==> config.mk <==
export PLATFORM = sky130hd
export DESIGN_NAME = ldq_debounce_quad
export DESIGN_NICKNAME = d
export VERILOG_FILES = /design/src/rtl/ldq_pkg.sv /design/src/rtl/ldq_sampler.sv /design/src/rtl/ldq_ms_counter.sv /design/src/rtl/ldq_chan_fsm.sv /design/src/rtl/ldq_debounce_quad.sv
export SDC_FILE = /design/constraint.sdc
export NUM_CORES = 1
export LEC_CHECK = 0
export BUFFER_PORTS_ARGS = -buffer_cell sky130_fd_sc_hd__buf_2
export CORE_MARGIN = 2
export CORE_UTILIZATION = 25
export CTS_CLUSTER_DIAMETER = 40
export DETAILED_ROUTE_END_ITERATION = 10
export PLACE_DENSITY_LB_ADDON = 0.15
export SLEW_MARGIN = 10
export SYNTH_ARGS = -nofsm -noshare
export SYNTH_HDL_FRONTEND = slang
export SYNTH_HIERARCHICAL = 1
export SYNTH_SLANG_ARGS = --single-unit
==> constraint.sdc <==
create_clock -name clk -period 2.4 [get_ports clk]
set_clock_uncertainty 0.1 [all_clocks]
set_input_delay 0 -clock clk [delete_from_list [all_inputs] [get_ports clk]]
set_output_delay 0 -clock clk [all_outputs]
set_load 0.02 [all_outputs]
==> src/rtl/ldq_pkg.sv <==
package ldq_pkg;

    // Per-channel filter state
    typedef enum logic {
        ST_STABLE  = 1'b0,  // output equals held sample
        ST_PENDING = 1'b1   // differing sample waiting out the settling time
    } ldq_state_e;

endpackage

==> src/rtl/ldq_sampler.sv <==
// Frame-rate sampler: holds the last sample and flags a change.
module ldq_sampler (
    input  logic clk,
    input  logic rst_n,
    input  logic samp_tick,
    input  logic raw,
    output logic smp_q,
    output logic smp_nxt,
    output logic change
);

    always_comb begin
        change  = samp_tick && (raw != smp_q);
        smp_nxt = samp_tick ? raw : smp_q;
    end

    always_ff @(posedge clk or negedge rst_n) begin
        if (!rst_n) begin
            smp_q <= 1'b0;
        end else begin
            smp_q <= smp_nxt;
        end
    end

endmodule

==> src/rtl/ldq_ms_counter.sv <==
// Millisecond settling counter: clear wins, saturates at the limit.
module ldq_ms_counter #(
    parameter int TIME_W = 4
) (
    input  logic              clk,
    input  logic              rst_n,
    input  logic              clr,
    input  logic              adv,
    input  logic [TIME_W-1:0] limit,
    output logic [TIME_W-1:0] cnt_q,
    output logic              at_limit
);

    localparam logic [TIME_W-1:0] ONE = TIME_W'(1);

    logic [TIME_W-1:0] cnt_nxt;

    always_comb begin
        if (clr) begin
            cnt_nxt = '0;
        end else if (adv && (cnt_q < limit)) begin
            cnt_nxt = cnt_q + ONE;
        end else begin
            cnt_nxt = cnt_q;
        end
        at_limit = (cnt_nxt >= limit);
    end

    always_ff @(posedge clk or negedge rst_n) begin
        if (!rst_n) begin
            cnt_q <= '0;
        end else begin
            cnt_q <= cnt_nxt;
        end
    end

endmodule

==> src/rtl/ldq_chan_fsm.sv <==
// Per-channel filter state machine and output latch.
module ldq_chan_fsm
    import ldq_pkg::*;
(
    input  logic clk,
    input  logic rst_n,
    input  logic change,
    input  logic smp_nxt,
    input  logic at_limit,
    output logic filt_q,
    output logic pending
);

    ldq_state_e state_q;
    ldq_state_e state_d;
    logic       upd;

    always_comb begin
        state_d = state_q;
        upd     = 1'b0;
        unique case (state_q)
            ST_STABLE: begin
                if (change) begin
                    if (at_limit) begin
                        upd = 1'b1;
                    end else begin
                        state_d = ST_PENDING;
                    end
                end
            end
            ST_PENDING: begin
                if (change && (smp_nxt == filt_q)) begin
                    state_d = ST_STABLE;
                end else if (at_limit) begin
                    upd     = 1'b1;
                    state_d = ST_STABLE;
                end
            end
            default: begin
                state_d = ST_STABLE;
            end
        endcase
    end

    // State register
    always_ff @(posedge clk or negedge rst_n) begin
        if (!rst_n) begin
            state_q <= ST_STABLE;
        end else begin
            state_q <= state_d;
        end
    end

    // Output register
    always_ff @(posedge clk or negedge rst_n) begin
        if (!rst_n) begin
            filt_q <= 1'b0;
        end else if (upd) begin
            filt_q <= smp_nxt;
        end
    end

    assign pending = (state_q == ST_PENDING);

endmodule

==> src/rtl/ldq_debounce_quad.sv <==
// Four-channel loop-detect debouncer with shared settling time.
module ldq_debounce_quad #(
    parameter int NUM_CH = 4,
    parameter int TIME_W = 4
) (
    input  logic              clk,
    input  logic              rst_n,
    input  logic              samp_tick,
    input  logic              ms_tick,
    input  logic [NUM_CH-1:0] raw_in,
    input  logic [TIME_W-1:0] dbnc_time,
    output logic [NUM_CH-1:0] filt_out
);

    logic [NUM_CH-1:0]             smp_vec;
    logic [NUM_CH-1:0][TIME_W-1:0] cnt_vec;

    for (genvar ch = 0; ch < NUM_CH; ch++) begin : g_ch
        logic smp_nxt;
        logic change;
        logic pending;
        logic at_limit;

        ldq_sampler u_smp (
            .clk       (clk),
            .rst_n     (rst_n),
            .samp_tick (samp_tick),
            .raw       (raw_in[ch]),
            .smp_q     (smp_vec[ch]),
            .smp_nxt   (smp_nxt),
            .change    (change)
        );

        ldq_ms_counter #(.TIME_W(TIME_W)) u_cnt (
            .clk      (clk),
            .rst_n    (rst_n),
            .clr      (change || !pending),
            .adv      (ms_tick && pending),
            .limit    (dbnc_time),
            .cnt_q    (cnt_vec[ch]),
            .at_limit (at_limit)
        );

        ldq_chan_fsm u_fsm (
            .clk      (clk),
            .rst_n    (rst_n),
            .change   (change),
            .smp_nxt  (smp_nxt),
            .at_limit (at_limit),
            .filt_q   (filt_out[ch]),
            .pending  (pending)
        );
    end

endmodule

# Yosys cells after proc, flatten, opt, wreduce, memory -nomap -nowiden
# Index checks and enable logic that the tools add are counted.
# word_totals
ff_bits,28
out_inout_bits,4
word_cells,108
# classes
add_sub_neg,4
magnitude_cmp,8
n_eq_ne,8
muxes,44
bitwise_logic,4
reduce_logical,24
# op_table
op,count
$mux W4,8
$mux W1,28
$add A4 B1 Y4 const B,4
$ge A4 B4 Y1,4
$logic_and A1 B1 Y1,16
$lt A4 B4 Y1,4
$pmux W1 S2,8
$eq A1 B1 Y1,4
$logic_not A1 Y1,4
$logic_or A1 B1 Y1,4
$ne A1 B1 Y1,4
$not A1 Y1,4

# Logic depth before layout (Yosys ltp)
# depth
word_depth,8
ltp_mapped,13
depth_no_buf,13

# By module
# The synthesis kept the hierarchy.
# by_module_without_submodules
module,n_inst,cells_each,area_per_inst_um2,seq_area_each_um2
ldq_ms_counter,4,39,356.6,100.1
ldq_chan_fsm,4,7,88.8,50.0
ldq_sampler,4,4,51.3,25.0
ldq_debounce_quad,1,8,50.0,0.0

# Least setup slack after synthesis
# No wires, ideal clock.
# synth_path
path_kind,flip-flop to flip-flop
start,register g_ch[0].u_cnt.cnt_q[1]
end,register g_ch[0].u_fsm.filt_q
arrival_time_ps,2459
setup_slack_ps,-287
path_stages_with_launch,13
period_less_slack_ps,2687
path_cell_list,dfrtp_1 ha_1 o211ai_1 o211ai_2 xor2_1 or2_2 ha_1 inv_1 a21boi_0 o21ai_0 a21oi_1 o21ai_1 mux2_1
# synth_between
elab_chain_len,8
word_cells_on_any_way,10
# synth_rtl
element,line,source
from (decl),ldq_ms_counter.sv:10,"output logic [TIME_W-1:0] cnt_q,"
from (signal assigned),ldq_ms_counter.sv:33,cnt_q <= cnt_nxt;
$lt A4 B4 Y1,ldq_ms_counter.sv:21,end else if (adv && (cnt_q < limit)) begin
$logic_and A1 B1 Y1,ldq_ms_counter.sv:21,
$mux W4 (*),ldq_ms_counter.sv:21,
$mux W4 (*),ldq_ms_counter.sv:19,if (clr) begin
$ge A4 B4 Y1 (*),ldq_ms_counter.sv:26,at_limit = (cnt_nxt >= limit);
named net g_ch[0].at_limit,ldq_debounce_quad.sv:22,logic at_limit;
$mux W1 (*),"ldq_chan_fsm.sv:24, ldq_chan_fsm.sv:34",
"$mux W1, on equally long branches","ldq_chan_fsm.sv:32, ldq_chan_fsm.sv:23",
$pmux W1 S2 (*),ldq_chan_fsm.sv:21,unique case (state_q)
to (signal assigned),ldq_chan_fsm.sv:59,filt_q <= smp_nxt;
to (decl),ldq_chan_fsm.sv:10,"output logic filt_q,"
# Mark *: on every way through the listed nets, which the timed path passes. The rest lies on a longest branch.
# A chain may end at the register's enable or synchronous reset.

# Final worst setup path
# Same ends and word-level chain as after synthesis.

==> results.toml <==
[clock_network]
root_buffer = "clkbuf_8"
clk_pin_slew_ps = 110
cts_tree = "yes"
htree_levels = 1
clock_sinks = 28
clk_path_buf_depth = 2
numCtsBuffers = 3
clkLatencyLatePin_ps = 280

[synthesis]
syn_avg_cell_area_sq_um = 9.79
syn_area_sq_um = 2040
syn_nets = 252
yosys-top-cells-area = "dfrtp_1, ha_1, inv_1"
synth-seq-cells = 28
synth.top_cell.area_share_pct = 34.4
syn_inst = 208
yosys_warnings = 6
yosys.area.top_type = "dfrtp_1"
yosysSeqAreaShare_pct = 34.4
ys_types = 25

[finish]
n_antenna_cell = 0
final_layout_size_suffix_gt1_share_pct = 42.1
nNetsFinal = 342
synthToLayoutAreaGrowth_pct = 48.6

[detailed_routing]
vias = 1723
wl_met3_um = 90
vias_per_cell = 4.32
antenna_left = 0
wl_met1_um = 2320
drt_iter0_drc = 31
routed_wl_um = 4790
routedWlPerCell_um = 12.0
drt-pass1-iter-count = 4
highest_layer = "met4"
wl_met2_um = 2350
drc = 0

[timing]
grt_setup_unrepaired = "true"
slew_viol_final = 0
hold_violations = 0
worst_pin_slew_ps = 697
holdWs_ps = 75.6
fin_ws_ps = -312
max_freq_mhz = 369
slew_headroom_pct = 53.5
finalCritPeriodShare_pct = 113
finalSetupViolCount = 8
finalCriticalPeriod_ps = 2710

[pwr]
p_per_area_nw_per_um2 = 706
ir_drop_mv = 0.264
p_leak_nw = 1.47

[critical_path]
startpoint = "g_ch[0].u_cnt/cnt_q[1]"
crit_path_start_kind = "flop"
required_ps = 2470
critPathArrivalTime_ps = 2780
path_class = "flop to flop"
endpoint_kind = "flop"
cp_max_fo = 2
r2r-start = "g_ch[0].u_cnt/cnt_q[1]"

[flow_run]
maxCapViolations = 0

[die]
rows = 32
die_w_um = 94.3
ioPinCount = 16
die_h_um = 94.3
die_area_sq_um = 8890
coreArea_sq_um = 7810
initial_core_util_pct = 26.1

[global_routing]
gr-usage-all-layers_pct = 11.4
grt_pass1_wl_um = 8040
grt_max_degree = 29
grt_overflow = 0
grt_pass1_vias = 1791
antenna_found_initial = 0

[outcome]
violations = "negative setup slack"
run_status = "finished, violations left"

[placed_design]
gp_congestion = 0.773
portBuffers = 15
dp_slack_ps = -401
dpl.hpwl_um = 3520

[min_path]
min_from = "samp_tick"
hp-class = "input port to flop"
[per-stage QoR]
step | total power [mW] | utilization [%] | instance area [sq um] | setup TNS, ps | std cells
after CTS | 2.12 | 37.3 | 2910 | -2040 | 394
after global placement | 1.65 | 34.2 | 2670 | -2060 | 374
final | 2.14 | 38.8 | 3030 | -1710 | 399
after global routing | 2.32 | 38.8 | 3030 | -3010 | 399
after detailed placement | 1.65 | 34.2 | 2670 | -2100 | 374
after floorplan | 1.25 | - | 2100 | -1080 | 208
[cell usage after synthesis]
| master | instances |
|---|---|
| o211ai_1 | 4 |
| o21ai_0 | 12 |
| a31oi_1 | 4 |
| ha_1 | 32 |
| mux2_2 | 4 |
| nand2b_1 | 4 |
| mux2_1 | 4 |
| o211ai_2 | 4 |
| nor2b_1 | 4 |
| xor2_1 | 8 |
| nand2_1 | 4 |
| or3_1 | 8 |
| nor3b_2 | 4 |
| nand3_1 | 4 |
| inv_1 | 20 |
| xnor2_1 | 4 |
| dfrtp_1 | 28 |
| o21ai_1 | 4 |
| a21boi_0 | 4 |
| nor2_1 | 16 |
| and2_1 | 8 |
| or2_2 | 4 |
| mux2i_1 | 4 |
| a21oi_1 | 12 |
| o21bai_1 | 4 |
[logic make-up (layout without fill, tap and decap cells)]
family	count (synthesis)	after routing	synth area share, %
multiplexers	12	12	6.39
AO/OA/AOI/OAI	48	48	15.0
flip-flops	28	28	34.4
buffers and inverters	20	109	3.69
XOR/XNOR	12	12	5.16
adder cells (fa/ha/maj)	32	32	19.7
AND/OR/NAND/NOR	56	56	15.7
[power breakdown]
| group | internal, mW | switching, mW |
|---|---|---|
| combinational | 0.575 | 0.511 |
| clock | 0.224 | 0.165 |
| sequential | 0.587 | 0.0764 |
| total | 1.39 | 0.752 |
[critical path, stage by stage, from the launching register on]
cell,delay (ps)
dfrtp_1,400
ha_1,280
o211ai_1,200
o211ai_2,140
xor2_1,180
or2_4,250
ha_4,250
inv_1,30
a21boi_1,130
o21ai_1,80
a21oi_1,150
o21ai_1,100
mux2_1,310
[layout by cell type, fill, tap and decap left out, types with 3 or more instances in the layout]
cell,instances
mux2_2,4
nor2b_1,4
a21oi_1,3
and2_1,8
nand3_1,4
mux2i_1,4
a31oi_1,4
inv_1,18
o211ai_1,4
dlygate4sd3_1,5
o21bai_1,4
clkbuf_8,3
ha_1,25
buf_2,15
ha_4,7
o21ai_0,7
nand2_1,4
nand2b_1,4
xnor2_1,4
buf_4,62
mux2_1,3
dfrtp_1,28
or3_1,6
xor2_1,8
a21oi_2,8
o211ai_2,4
nor2_1,16
buf_6,3
or2_4,4
o21ai_1,7
nor3b_2,4
[state kept, by name (all words and copies together) (netlist names)]
signal              count
g_ch.u_smp/smp_q        4
g_ch.u_fsm/filt_q       4
g_ch.u_fsm/pending      4
g_ch.u_cnt/cnt_q       16
[layer usage]
metal	vias to the layer above	track usage [%]
met4	0	2.54
met3	2	1.77
met5	-	0
li1	915	-
met2	12	19.7
met1	794	15.0
[path summary, 6_finish.rpt]
path	to	slack (ps)	cells after the start
max in group asynchronous	g_ch[0].u_smp/smp_q	1560	2
min in group asynchronous	g_ch[2].u_cnt/cnt_q[2]	190	2
worst max register to register	g_ch[0].u_fsm/filt_q	-310	12
worst max-delay path	g_ch[0].u_fsm/filt_q	-310	12
worst min register to register	g_ch[0].u_fsm/filt_q	450	1
worst min-delay path	g_ch[1].u_smp/smp_q	80	2
[final cells by class]
class | instances | area, sq um
timing repair buffer | 85 | 624
fill | 798 | 4780
clock inverter | 1 | 30.0
multi-input combinational | 160 | 1430
tap | 102 | 128
inverter | 20 | 75.1
clock buffer | 3 | 41.3
sequential | 28 | 701
[what timing repair did]
item / 4_1_cts / 5_1_grt
pin swaps: 27 / 18
hold buffers: 5 / 0
setup buffers: 11 / 6
resized for setup: 11 / 15
hold endpoints to repair: 32 / 0
endpoints found under the setup margin: 8 / 9
Power figures use the tool's default switching activity.
